<file path="src/rtl/clkdiv_pkg.sv">
package clkdiv_pkg;

    typedef enum logic [1:0] {
        ENC_PLUS_ONE,
        ENC_DIRECT,
        ENC_POW2,
        ENC_TABLE
    } enc_mode_e;

    typedef enum logic {
        ST_RUN,
        ST_PEND
    } core_st_e;

    typedef struct packed {
        logic        ok;
        logic [31:0] dv;
    } dec_t;

endpackage

</file>
<file path="src/rtl/crd_ctrl_reg.sv">
module crd_ctrl_reg
    import clkdiv_pkg::*;
#(
    parameter int                      REG_W       = 32,
    parameter int                      FIELD_SHIFT = 8,
    parameter int                      FIELD_W     = 3,
    parameter enc_mode_e               MODE        = ENC_PLUS_ONE,
    parameter int                      MIN_DIV     = 1,
    parameter int                      MAX_DIV     = 6,
    parameter int                      AIDLE_SHIFT = 0,
    parameter int                      RST_CODE    = 0,
    parameter logic [(8<<FIELD_W)-1:0] DIV_TABLE   = '0,
    parameter int                      DIV_W       = 3
) (
    input  logic             clk,
    input  logic             rst_n,
    input  logic             wr_en,
    input  logic [REG_W-1:0] wr_data,
    output logic [REG_W-1:0] rd_data,
    output logic             wr_err,
    output logic             new_valid,
    output logic [DIV_W-1:0] new_div,
    output logic [DIV_W-1:0] init_div,
    output logic             aidle_bit
);

    function automatic dec_t decode(input logic [FIELD_W-1:0] c);
        dec_t r;
        case (MODE)
            ENC_PLUS_ONE: r.dv = 32'(c) + 32'd1;
            ENC_DIRECT:   r.dv = 32'(c);
            ENC_POW2:     r.dv = 32'd1 << c;
            default:      r.dv = 32'(DIV_TABLE[{c, 3'b000} +: 8]);
        endcase
        if (MODE == ENC_TABLE)
            r.ok = (r.dv != 0) && (r.dv <= 32'(MAX_DIV));
        else
            r.ok = (r.dv != 0) && (r.dv >= 32'(MIN_DIV)) && (r.dv <= 32'(MAX_DIV));
        return r;
    endfunction

    localparam dec_t RST_DEC = decode(FIELD_W'(RST_CODE));

    logic [FIELD_W-1:0] code_q;
    logic               aid_q;
    logic               err_q;
    logic               nv_q;
    logic [DIV_W-1:0]   nd_q;
    logic [FIELD_W-1:0] wr_code;
    dec_t               wr_dec;

    assign wr_code = wr_data[FIELD_SHIFT +: FIELD_W];
    assign wr_dec  = decode(wr_code);

    always_ff @(posedge clk) begin
        if (!rst_n) begin
            code_q <= FIELD_W'(RST_CODE);
            aid_q  <= 1'b0;
            err_q  <= 1'b0;
            nv_q   <= 1'b0;
            nd_q   <= DIV_W'(RST_DEC.dv);
        end else begin
            err_q <= 1'b0;
            nv_q  <= 1'b0;
            if (wr_en) begin
                if (wr_dec.ok) begin
                    code_q <= wr_code;
                    aid_q  <= wr_data[AIDLE_SHIFT];
                    nd_q   <= DIV_W'(wr_dec.dv);
                    nv_q   <= 1'b1;
                end else begin
                    err_q <= 1'b1;
                end
            end
        end
    end

    assign rd_data   = (REG_W'(code_q) << FIELD_SHIFT) | (REG_W'(aid_q) << AIDLE_SHIFT);
    assign wr_err    = err_q;
    assign new_valid = nv_q;
    assign new_div   = nd_q;
    assign init_div  = DIV_W'(RST_DEC.dv);
    assign aidle_bit = aid_q;

endmodule

</file>
<file path="src/rtl/crd_divcore.sv">
module crd_divcore
    import clkdiv_pkg::*;
#(
    parameter int DIV_W = 3
) (
    input  logic             clk,
    input  logic             rst_n,
    input  logic             step_in,
    input  logic             new_valid,
    input  logic [DIV_W-1:0] new_div,
    input  logic [DIV_W-1:0] init_div,
    output logic             tick,
    output logic             lvl,
    output logic [DIV_W-1:0] cur_div,
    output logic [DIV_W-1:0] phase
);

    core_st_e         st_q, st_d;
    logic [DIV_W-1:0] cur_q, cnt_q, pend_q;
    logic             period_end;

    assign period_end = step_in && (cnt_q == cur_q - DIV_W'(1));

    // state register
    always_ff @(posedge clk) begin
        if (!rst_n) st_q <= ST_RUN;
        else        st_q <= st_d;
    end

    // next state
    always_comb begin
        st_d = st_q;
        unique case (st_q)
            ST_RUN:  if (new_valid) st_d = ST_PEND;
            ST_PEND: if (period_end && !new_valid) st_d = ST_RUN;
        endcase
    end

    // datapath registers
    always_ff @(posedge clk) begin
        if (!rst_n) begin
            cur_q  <= init_div;
            cnt_q  <= '0;
            pend_q <= init_div;
        end else begin
            if (period_end) begin
                cnt_q <= '0;
                if (st_q == ST_PEND) cur_q <= pend_q;
            end else if (step_in) begin
                cnt_q <= cnt_q + DIV_W'(1);
            end
            if (new_valid) pend_q <= new_div;
        end
    end

    // outputs
    always_comb begin
        tick = step_in && (cnt_q == '0);
        if (cur_q == DIV_W'(1)) lvl = step_in;
        else                    lvl = (cnt_q < (cur_q >> 1));
    end

    assign cur_div = cur_q;
    assign phase   = cnt_q;

endmodule

</file>
<file path="src/rtl/clk_rate_div.sv">
module clk_rate_div
    import clkdiv_pkg::*;
#(
    parameter int                      REG_W       = 32,
    parameter int                      FIELD_SHIFT = 8,
    parameter int                      FIELD_W     = 3,
    parameter enc_mode_e               MODE        = ENC_PLUS_ONE,
    parameter int                      MIN_DIV     = 1,
    parameter int                      MAX_DIV     = 6,
    parameter int                      AIDLE_SHIFT = 0,
    parameter bit                      AIDLE_INV   = 1'b1,
    parameter int                      RST_CODE    = 0,
    parameter logic [(8<<FIELD_W)-1:0] DIV_TABLE   = '0
) (
    input  logic             clk,
    input  logic             rst_n,
    input  logic             wr_en,
    input  logic [REG_W-1:0] wr_data,
    input  logic             step_in,
    output logic [REG_W-1:0] rd_data,
    output logic             wr_err,
    output logic             div_tick,
    output logic             div_clk,
    output logic             autoidle_en
);

    localparam int DIV_W = $clog2(MAX_DIV + 1);

    logic             new_valid;
    logic [DIV_W-1:0] new_div, init_div, cur_div, phase;
    logic             aidle_bit;

    crd_ctrl_reg #(
        .REG_W(REG_W), .FIELD_SHIFT(FIELD_SHIFT), .FIELD_W(FIELD_W),
        .MODE(MODE), .MIN_DIV(MIN_DIV), .MAX_DIV(MAX_DIV),
        .AIDLE_SHIFT(AIDLE_SHIFT), .RST_CODE(RST_CODE),
        .DIV_TABLE(DIV_TABLE), .DIV_W(DIV_W)
    ) u_reg (
        .clk(clk), .rst_n(rst_n), .wr_en(wr_en), .wr_data(wr_data),
        .rd_data(rd_data), .wr_err(wr_err), .new_valid(new_valid),
        .new_div(new_div), .init_div(init_div), .aidle_bit(aidle_bit)
    );

    crd_divcore #(.DIV_W(DIV_W)) u_core (
        .clk(clk), .rst_n(rst_n), .step_in(step_in),
        .new_valid(new_valid), .new_div(new_div), .init_div(init_div),
        .tick(div_tick), .lvl(div_clk), .cur_div(cur_div), .phase(phase)
    );

    generate
        if (AIDLE_INV) begin : g_aid_inv
            assign autoidle_en = ~aidle_bit;
        end else begin : g_aid_dir
            assign autoidle_en = aidle_bit;
        end
    endgenerate

endmodule

</file>
<file path="config.mk">
export PLATFORM = sky130hd
export DESIGN_NAME = clk_rate_div
export DESIGN_NICKNAME = d
export VERILOG_FILES = /design/src/rtl/clkdiv_pkg.sv /design/src/rtl/crd_ctrl_reg.sv /design/src/rtl/crd_divcore.sv /design/src/rtl/clk_rate_div.sv
export SDC_FILE = /design/constraint.sdc
export NUM_CORES = 1
export LEC_CHECK = 0
export BUFFER_PORTS_ARGS = -buffer_cell sky130_fd_sc_hd__buf_2
export CAP_MARGIN = 20
export CORE_MARGIN = 3
export CORE_UTILIZATION = 28
export DETAILED_ROUTE_END_ITERATION = 12
export SYNTH_ARGS = -nofsm -noshare
export SYNTH_HDL_FRONTEND = slang
export SYNTH_SLANG_ARGS = --single-unit
export TNS_END_PERCENT = 1
</file>
<file path="constraint.sdc">
create_clock -name clk -period 1.9 [get_ports clk]
set_clock_uncertainty 0.2 [all_clocks]
set_input_delay 0.38 -clock clk [delete_from_list [all_inputs] [get_ports clk]]
set_output_delay 0.38 -clock clk [all_outputs]
set_load 0.005 [all_outputs]
</file>
# ---- After elaboration in Yosys (flattened, before gate mapping)
# Cells that the tools add are included.
dict set report op_classes {
  n_bitwise 4
  eq_ne 2
  muxes 6
  reduce_logical 12
  magnitude_cmp 3
  add_sub_neg 3
}
# op count
set ops {}
lappend ops {{greater-or-equal comparator 32 x 1 -> 1 bit, second input constant} 1}
lappend ops {{<= comparator 32 x 3 -> 1 bit, second input constant} 1}
lappend ops {{nonzero test 32 bit} 1}
lappend ops {{bitwise OR 11 x 1 -> 11 bit} 1}
lappend ops {{AND reduction 2 bit} 3}
lappend ops {{logical AND 1 bit} 5}
lappend ops {{2-to-1 mux 1 bit} 5}
lappend ops {{adder 3 x 1 -> 4 bit, second input constant} 1}
lappend ops {{adder 3 x 1 -> 3 bit, second input constant} 1}
lappend ops {{equality test 3 x 1 -> 1 bit, second input constant} 1}
lappend ops {{equality test 3 bit} 1}
lappend ops {{zero test 3 bit} 1}
lappend ops {{< comparator 3 x 2 -> 1 bit} 1}
lappend ops {{NOT 1 bit} 3}
lappend ops {{subtractor 3 x 1 -> 3 bit, second input constant} 1}
lappend ops {{case mux 1 bit (2 select lines)} 1}
lappend ops {{OR reduction 2 bit} 1}
lappend ops {{zero test 1 bit} 1}
dict set report word_totals {
  in_bits 36
  output_inout_bits 36
  regBits 19
}

# ---- Longest topological paths before layout
# Gate-level depths: netlist of the first run.
dict set report depth {
  word_depth 6
  ltp_mapped 7
}

# ---- Hierarchy
# A second synthesis of the first run with hierarchy kept.
dict set report hier_totals {
  cells_unflattened 128
  area_unflattened_um2 1174.9
}
# mod instances cells_per_inst area_per_inst_um2 seq_area_each_um2
set by_module_without_submodules {}
lappend by_module_without_submodules {crd_ctrl_reg 1 68 596.8 180.2}
lappend by_module_without_submodules {crd_divcore 1 59 574.3 260.2}
lappend by_module_without_submodules {clk_rate_div 1 1 3.8 0.0}

# ---- Worst setup path before layout of the first run
# No wires, ideal clock.
dict set report synth_path {
  path_type {input to register}
  start {input port wr_data[8]}
  end {register u_reg.aid_q (netlist: u_reg.aidle_bit)}
  stages 6
  setup_ps 72
  t_required_ps 1628
  arrival_ps 1548
  slack_ps 80
  path_cell_list {inv_1 > ha_1 > nor2b_1 > a211o_1 > a21oi_4 > mux2i_1}
}
# item line_no
set synth_rtl {}
lappend synth_rtl {{from (decl)} clk_rate_div.sv:18} ;# input logic [REG_W-1:0] wr_data,
lappend synth_rtl {{to (signal assigned)} crd_ctrl_reg.sv:68} ;# aid_q <= wr_data[AIDLE_SHIFT];
lappend synth_rtl {{to (decl)} crd_ctrl_reg.sv:45} ;# logic aid_q;

# ---- Worst setup path after layout of the first run
dict set report layout_path {
  start {register u_core.cur_q[1] (netlist: u_core.cur_div[1])}
  end {output port div_clk}
}
dict set report layout_between {
  elab_chain_len 2
}
# item line_no
set layout_rtl {}
lappend layout_rtl {{from (decl)} crd_divcore.sv:19} ;# logic [DIV_W-1:0] cur_q, cnt_q, pend_q;
lappend layout_rtl {{from (signal assigned)} crd_divcore.sv:42} ;# cur_q <= init_div;
lappend layout_rtl {{from (signal assigned)} crd_divcore.sv:48} ;# if (st_q == ST_PEND) cur_q <= pend_q;
lappend layout_rtl {{< comparator 3 x 2 -> 1 bit or equality test 3 x 1 -> 1 bit (tied branches)} {crd_divcore.sv:60, crd_divcore.sv:59}}
lappend layout_rtl {{2-to-1 mux 1 bit (*)} crd_divcore.sv:59} ;# if (cur_q == DIV_W'(1)) lvl = step_in;
lappend layout_rtl {{to (decl)} clk_rate_div.sv:23} ;# output logic div_clk,
# Mark *: on every way between the ends. The rest lies on a longest branch, timed or not.

==> run metrics, run 1 <==
outcome complete, no violations; CTS clk-pin slew, worst paths 70 ps; Post-DRT Antenna Nets 0; grt total ovfl 0; Critical Path Stages 6; clock tree buffer depth 2; Critical Path Slowest Stage Cell dfxtp_2; Filler cells 445; routed wire length 1.955 mm; total CTS buffers 3; post-DP HPWL 1.487 mm; Via density 3.915; DRT Pass-1 Iters 2; worst stage delay on the critical path 330 ps; Hold Path Depth 3; area leader, netlist dfxtp_1; Min-Delay Path Class in2reg; die area 5073 µm²; CP required 1320 ps; Reg area 387.9 µm²; WP buf/inv 2; asr flop ratio synth 0%; cell breakdown of the critical path inv_4 > ha_4 > nor2b_4 > nor3_2 > a22o_1 > buf_2; Critical Path Fanout Max 4; Placer Congestion 0.8042; Cell Int Power 0.6440 mW; final hold slack 169.3 ps; Initial Util 29.36%; combinational cell fraction of total power 18.5%; fin cells 211; Min Clock Period, post-route 1830 ps; DRT iter0 DRCs 11; CTS sink count 19; CTS tree built; # H-tree levels 1; top cell type's share of synthesized area 31.93%; Setup CP Type reg2out; Die Ht 71.23 µm; register area share after synthesis 31.93%; Area Growth Syn to Fin 16.91%; DR WL/cell 9.265 µm; crit-path leading delay family flip-flops; Clock Latency Late Sink 250 ps; vias in the first global route 736; largest net degree at the start of global routing 11; area occupied by multi-input gates 673.1 µm²; endpoints failing hold 0; Post-Syn Area per Cell 8.889 µm²; Startpoint Class flop; Antenna Cells 0; CP arrival 1250 ps; first-pass GRT wire length 3.263 mm; Yosys cell types 34; Yosys warnings 0; antenna violations before repair 0; Finish-stage setup viols 0; io pins 72; count of input and output buffers 15; RSZ-0062 raised after global routing true; synth top area cells dfxtp_1, buf_4, ha_1; period utilization 96.31%; Sw Pwr 0.2304 mW; PD cells 627.9 nW/µm²; Core Area 4058 µm²; Syn Std Cell Area 1191 µm²; FMAX 0.5465 GHz; Worst VDD drop 0.0002471 V; Pins Over Slew Limit 0; Sw Share 26.35%; total power 0.8744 mW; clock network power share 31.6%; CTS root buf clkbuf_8; # hold bufs at CTS 0; Cells after Synth 134; sequential share of power 49.9%; Max-cap violations 0; cells on worst reg2reg path 7; Main synth FF type dfxtp_1; total track usage 7.917%; Nets 206; Inst Count DP 204; Post-route DRC 0; Post-synth EDFFs 0; layout cells sized above 1 30.43%; nature of the critical path endpoint primary output; Vias 826; Die W 71.23 µm; FF+latch count, synth 19; P_leak 0.6699 nW; FP Rows 23
## cells by family after synthesis
family / after synthesis / share of synthesized area [%]
DFF: 19 / 31.93
muxes: 7 / 5.883
AOI/OAI and AO/OA: 19 / 13.34
buffers and inverters: 44 / 23.63
other: 1 / 0.3148
xor gates and xnor gates: 5 / 4.832
adders and majority gates: 8 / 8.404
and+or+nand+nor: 31 / 11.66
## per-stage QoR
step                area [µm²]  util [%]  worst slack [ps]  setup TNS, ps
floorplan                 1292         -             79.87              0
global placement          1272     31.36            -117.5         -680.0
detailed placement        1272     31.36            -132.2         -694.8
CTS                       1330     32.78             6.178              0
global route              1393     34.32            -32.10         -32.10
finish                    1393     34.32             70.04              0
## power groups by stage
stage | Clock, mW | Sequential, mW | Combinational, mW
2_1_floorplan | 0 | 0.441 | 0.143
3_3_place_gp | 0 | 0.444 | 0.156
3_5_place_dp | 0 | 0.444 | 0.158
4_1_cts | 0.290 | 0.435 | 0.159
5_1_grt | 0.307 | 0.439 | 0.187
6_report | 0.276 | 0.436 | 0.162
## final cells by class
class,instances,share of cell area (%)
repair buffers,29,12.94
flip-flops and latches,19,27.85
multi-input cells,98,48.34
clock buffers,4,3.234
inverters,11,3.145
well taps,50,4.492
## flip-flops by register name, summed over array words and instances (netlist names)
register and count:
u_core.cur_div 3, u_core.pend_q 3, u_core.phase 3, u_core.st_q 1, u_reg.aidle_bit 1, u_reg.code_q 3
u_reg.new_div 3, u_reg.new_valid 1, u_reg.wr_err 1
## final timing paths
path	startpoint	endpoint	slack, ps
worst max-delay path	u_core.cur_div[1]	div_clk	70
worst min-delay path	wr_data[0]	u_reg.aidle_bit	170
worst max register to register	u_core.cur_div[1]	u_core.cur_div[2]	110
worst min register to register	u_reg.code_q[0]	u_reg.code_q[0]	260
## placed cells by master, fill, tap and decap left out, drive strengths merged
master	n
a2111oi	1
a211o	1
a211oi	1
a21o	1
a21oi	6
a22o	1
and4b	1
buf	29
clkbuf	4
conb	28
dfxtp	19
ha	8
inv	11
mux2i	7
nand2	14
nand2b	1
nand3	3
nand4	1
nor2	7
nor2b	2
nor3	2
o2111ai	1
o211ai	1
o21ai	2
o221a	1
o31a	1
o31ai	2
xnor2	1
xnor3	1
xor2	3
## worst register-to-register path: cells and delay by family, from the launching register on
| family | cells | cell delay [ps] |
|---|---|---|
| AO/OA/AOI/OAI | 1 | 70 |
| XOR/XNOR | 1 | 180 |
| adder cells (fa/ha/maj) | 1 | 270 |
| buffers and inverters | 2 | 170 |
| flip-flops | 1 | 340 |
| AND/OR/NAND/NOR | 2 | 470 |
## synthesized netlist by cell type (2+ instances only)
cell / number
nand3_1: 3
a21oi_1: 5
nor3_1: 2
xor2_1: 3
o31ai_2: 2
ha_1: 8
clkbuf_1: 3
nor2_1: 7
nor2b_1: 2
dfxtp_1: 19
inv_1: 10
buf_4: 29
nand2_1: 14
mux2i_1: 7
## metal layers
layer,GRT usage (%),wire (µm),share of wire [%],vias to the layer above
met5,0,0,0,-
met4,3.132,13,0.66,0
met3,2.104,114,5.8,2
met2,11.84,881,45,23
met1,10.85,945,48,361
li1,-,-,-,440
## repair_timing
action	in CTS	in global routing
endpoints found under the setup margin	1	3
cloned	0	0
setup buffers	1	2
resized for setup	4	13
pin swaps	0	0
Power figures use the tool's default switching activity.
==> inputs of run 2 (changes only) <==
--- a/config.mk
+++ b/config.mk
@@ -10,6 +10,7 @@
 export CORE_MARGIN = 3
 export CORE_UTILIZATION = 28
 export DETAILED_ROUTE_END_ITERATION = 12
+export SLEW_MARGIN = 10
 export SYNTH_ARGS = -nofsm -noshare
 export SYNTH_HDL_FRONTEND = slang
 export SYNTH_SLANG_ARGS = --single-unit
==> constraint.sdc (replaced) <==
create_clock -name clk -period 1.9 [get_ports clk]
set_clock_uncertainty 0.2 [all_clocks]
set_input_delay 0 -clock clk [delete_from_list [all_inputs] [get_ports clk]]
set_output_delay 0 -clock clk [all_outputs]
set_load 0.005 [all_outputs]
==> run metrics, run 2 (synthesis gave the netlist of run 1 again) <==
outcome complete, no violations; PD cells 643.6 nW/µm² (+2.5%); DRT iter0 DRCs 34 (+23); die area 5073 µm² (unchanged); clock network power share 32.3% (+0.7 points); Min Clock Period, post-route 1733 ps (-97.39 ps); Die W 71.23 µm (unchanged); metal2 WL 890 µm (+1.0%); CTS sink count 19 (unchanged); final setup TNS 0 ps (unchanged); CP arrival 1710 ps (+460 ps); period utilization 91.19% (-5.1 points); Core Area 4058 µm² (unchanged); Post-DRT Antenna Nets 0 (unchanged); Sw Pwr 0.2345 mW (+1.8%); Min-Delay Path Class in2reg; nature of the critical path endpoint flop; routed wire length 1.943 mm (-0.61%); Cell Int Power 0.6328 mW (-1.7%); final hold slack 4.094 ps (-165.2 ps); io pins 72 (unchanged); first-pass GRT wire length 3.318 mm (+1.7%); total CTS buffers 3 (unchanged); CTS clk-pin slew, worst paths 70 ps (about the same); Filler cells 441 (-0.90%); post-DP HPWL 1.339 mm (-9.9%); Critical Path Fanout Max 6 (+2); Finish-stage setup viols 0 (unchanged); Post-route DRC 0 (unchanged); Max-cap violations 0 (unchanged); Pins Over Slew Limit 0 (unchanged); post-CTS setup buffer count 0 (-1); Worst VDD drop 0.0005178 V (+110%); Initial Util 29.36% (unchanged); Sw Share 27.04% (+0.69 points); DR WL/cell 9.341 µm (+0.82%); most frequent cells in the layout conb_1, dfxtp_1, buf_2, nand2_1, dlygate4sd3_1; # H-tree levels 1 (unchanged); Die Ht 71.23 µm (unchanged); FP Rows 23 (unchanged); area occupied by multi-input gates 631.9 µm² (-6.1%); Hold Path Depth 3 (unchanged); cells on worst reg2reg path 6 (-1); Placer Congestion 0.7928 (-1.4%); RSZ-0062 raised after global routing false; endpoints failing hold 0 (unchanged); top sig layer met4; sequential share of power 50.1% (+0.2 points); met1 WL 906 µm (-4.1%); Antenna Cells 0 (unchanged); Reg area 380.4 µm² (-1.9%); clock tree buffer depth 2 (unchanged); FMAX 0.5772 GHz (+5.6%); metal3 WL 136 µm (+19%); Via density 3.995 (+2.1%); layout cells sized above 1 15.82% (-15 points); grt total ovfl 0 (unchanged); CTS tree built; vias in the first global route 743 (+0.95%); largest net degree at the start of global routing 17 (+6); Area Growth Syn to Fin 13.13%; total track usage 8.029% (+0.11 points); Vias 831 (+0.61%); Startpoint Class flop; DRT Pass-1 Iters 4 (+2); commonest non-fill, non-tap cell in the layout conb_1; Setup CP Type reg2reg; count of input and output buffers 15 (unchanged); Nets 203 (-1.5%); P_leak 0.6244 nW (-6.8%); CP required 1880 ps (+560 ps); antenna violations before repair 0 (unchanged); combinational cell fraction of total power 17.6% (-0.9 points); CTS root buf clkbuf_8; Clock Latency Late Sink 260 ps (about the same)
-- run 2: repair_timing --
item,4_1_cts,5_1_grt
resized for setup,0,1
hold endpoints to repair,17,0
hold buffers,11,0
setup endpoints to repair,0,2
-- run 2: through the flow --
stage                     total power, mW  util [%]  setup WS [ps]  instance area (µm²)  instances
after detailed placement           0.5764     29.32          138.9                 1190        193
final                              0.8673     33.21          167.4                 1348        208
after CTS                          0.8758     33.18          111.7                 1346        208
after floorplan                    0.5838         -          259.0                 1292        161
after global routing               0.9266     33.21          51.00                 1348        208
after global placement             0.5754     29.32          133.5                 1190        193
-- run 2: worst paths after layout --
kind | startpoint | endpoint | slack (ps)
worst max-delay path | u_core.cur_div[0] | u_core.cur_div[1] | 170
worst min-delay path | wr_data[8] | u_reg.wr_err | 4
worst max register to register | u_core.cur_div[0] | u_core.cur_div[1] | 170
worst min register to register | u_reg.code_q[0] | u_reg.code_q[0] | 260
-- run 2: power groups by stage --
stage	Sequential (mW)	Combinational (mW)	Clock, mW
detailed placement	0.444	0.133	0
floorplan	0.441	0.143	0
global placement	0.444	0.132	0
finish	0.435	0.152	0.280
CTS	0.435	0.150	0.291
global route	0.438	0.175	0.314
-- run 2: layout make-up --
cell class                      count  share of cell area [%]
Clock inverter                      1                  0.3714
Tap cell                           50                   4.643
Timing Repair Buffer               26                   13.74
Inverter                           11                   3.064
Clock buffer                        3                   3.064
Sequential cell                    19                   28.23
Multi-Input combinational cell     98                   46.89
-- run 2: critical path, cell delays in order (launching register included) --
cell     delay [ps]
dfxtp_1         370
inv_1            80
ha_1            300
xor2_1          170
and4b_2         340
nand3_1         120
o31ai_2          70
-- run 2: metal layers --
metal	track usage, %	vias to the layer above
met3	2.945	2
met4	1.879	0
met1	10.75	367
li1	-	430
met2	12.35	32
met5	0	-
==> inputs of run 3 (changes only) <==
--- a/config.mk
+++ b/config.mk
@@ -10,6 +10,7 @@
 export CORE_MARGIN = 3
 export CORE_UTILIZATION = 28
 export DETAILED_ROUTE_END_ITERATION = 12
+export PLACE_DENSITY = 0.62
 export SLEW_MARGIN = 10
 export SYNTH_ARGS = -nofsm -noshare
 export SYNTH_HDL_FRONTEND = slang
==> run metrics, run 3 (synthesis gave the netlist of run 1 again) <==
outcome complete, no violations; count of input and output buffers 15 (unchanged); most frequent cells in the layout conb_1, dfxtp_1, buf_2, nand2_1; grt total ovfl 0 (unchanged); CP required 1870 ps (about the same); hold worst-path end u_reg.wr_err; Finish-stage setup viols 0 (unchanged); Via density 3.966 (-0.73%); P_leak 0.6175 nW (-1.1%); endpoints failing hold 0 (unchanged); Filler cells 427 (-3.2%); RSZ-0062 raised after global routing false; R2R Path Start u_core.cur_div[0]; Post-DRT Antenna Nets 0 (unchanged); Min Clock Period, post-route 1734 ps (+1.325 ps); CTS sink count 19 (unchanged); DRT Pass-1 Iters 4 (unchanged); CP arrival 1710 ps (about the same); vias in the first global route 804 (+8.2%); Placer Congestion 0.8086 (+2.0%); io pins 72 (unchanged); # H-tree levels 1 (unchanged); final setup TNS 0 ps (unchanged); Hold Path Depth 3 (unchanged); Critical Path Fanout Max 6 (unchanged); Vias 821 (-1.2%); CTS root buf clkbuf_8; Initial Util 29.36% (unchanged); FF-to-FF setup slack 170 ps (about the same); FMAX 0.5767 GHz (about the same); FP Rows 23 (unchanged); CTS tree built; PD cells 645.8 nW/µm² (+0.34%); CTS clk-pin slew, worst paths 70 ps (about the same); Startpoint Class flop; area occupied by multi-input gates 631.9 µm² (unchanged); post-DP HPWL 1.345 mm (+0.40%); Core Area 4058 µm² (unchanged); DR WL/cell 9.338 µm (about the same); Clock Latency Late Sink 250 ps (about the same); die area 5073 µm² (unchanged); Antenna Cells 0 (unchanged); DRT iter0 DRCs 16 (-53%); period utilization 91.26% (about the same); Hold Path Origin wr_data[9]; Pins Over Slew Limit 0 (unchanged); Reg area 380.4 µm² (unchanged); layout cells sized above 1 15.29% (-0.54 points); Setup CP Type reg2reg; cells on worst reg2reg path 6 (unchanged); commonest non-fill, non-tap cell in the layout conb_1; Max-cap violations 0 (unchanged); antenna violations before repair 0 (unchanged); Nets 202 (-0.49%); Min-Delay Path Class in2reg; post-CTS setup buffer count 0 (unchanged); Worst VDD drop 0.0003410 V (-34%); largest net degree at the start of global routing 17 (unchanged); final hold slack 2.412 ps (-1.682 ps); Die W 71.23 µm (unchanged); total CTS buffers 3 (unchanged); total track usage 8.326% (+0.30 points); FF-to-FF End u_core.cur_div[2]; clock tree buffer depth 2 (unchanged); Post-route DRC 0 (unchanged); Area Growth Syn to Fin 12.18%; routed wire length 1.933 mm (-0.51%); nature of the critical path endpoint flop; Die Ht 71.23 µm (unchanged); first-pass GRT wire length 3.401 mm (+2.5%)
## run 3: changes by cell type in the layout (fill, tap and decap cells not counted), sizes merged
cell         delta
clkbuf          +1
clkinv          -1
dlygate4sd3     -1
## run 3: critical path: stages, from the launching register on
cell and delay (ps):
dfxtp_1 370, inv_1 90, ha_1 300, xor2_1 170, and4b_2 350, nand3_1 120, o31ai_2 70
## run 3: layout make-up
| type | instances | share of cell area [%] |
|---|---|---|
| Timing Repair Buffer | 25 | 13.11 |
| Sequential cell | 19 | 28.46 |
| Clock buffer | 4 | 3.371 |
| Inverter | 11 | 3.090 |
| Multi-Input combinational cell | 98 | 47.28 |
| Tap cell | 50 | 4.682 |
## run 3: layer usage
layer	wire, µm	GRT usage, %	up-vias
met3	121	2.665	4
li1	-	-	431
met5	0	0	-
met4	25	3.132	0
met1	892	10.07	358
met2	893	13.78	28
## run 3: metrics by stage
step | total power [mW] | cell area (µm²) | setup WS (ps) | std cells | util (%)
finish | 0.8630 | 1336 | 166.1 | 207 | 32.93
global route | 0.9151 | 1336 | 83.37 | 207 | 32.93
CTS | 0.8764 | 1335 | 104.0 | 207 | 32.90
detailed placement | 0.5764 | 1190 | 134.8 | 193 | 29.32
global placement | 0.5749 | 1190 | 136.8 | 193 | 29.32
floorplan | 0.5838 | 1292 | 259.0 | 161 | -
## run 3: how the worst max path moves through the flow
| stage | start | endpoint | slack [ps] | cells past startpoint |
|---|---|---|---|---|
| CTS | u_core.cur_div[0] | u_core.cur_div[2] | 100 | 6 |
| global placement | u_core.cur_div[0] | u_core.cur_div[2] | 140 | 6 |
| finish | u_core.cur_div[0] | u_core.cur_div[2] | 170 | 6 |
| floorplan | u_core.cur_div[0] | u_core.cur_div[0] | 260 | 7 |
| global route | u_core.cur_div[0] | u_core.cur_div[2] | 80 | 6 |
| detailed placement | wr_data[8] | u_reg.aidle_bit | 130 | 7 |
## run 3: repair_timing
item | 4_1_cts | 5_1_grt
hold endpoints to repair | 17 | 0
endpoints found under the setup margin | 0 | 2
resized for setup | 0 | 1
hold buffers | 10 | 0
## run 3: where the power goes
part           internal [mW]  switching, mW  total, mW  leakage (nW)
sequential             0.419         0.0162      0.435         0.155
combinational         0.0671         0.0826      0.150         0.440
clock                  0.149          0.130      0.279        0.0228
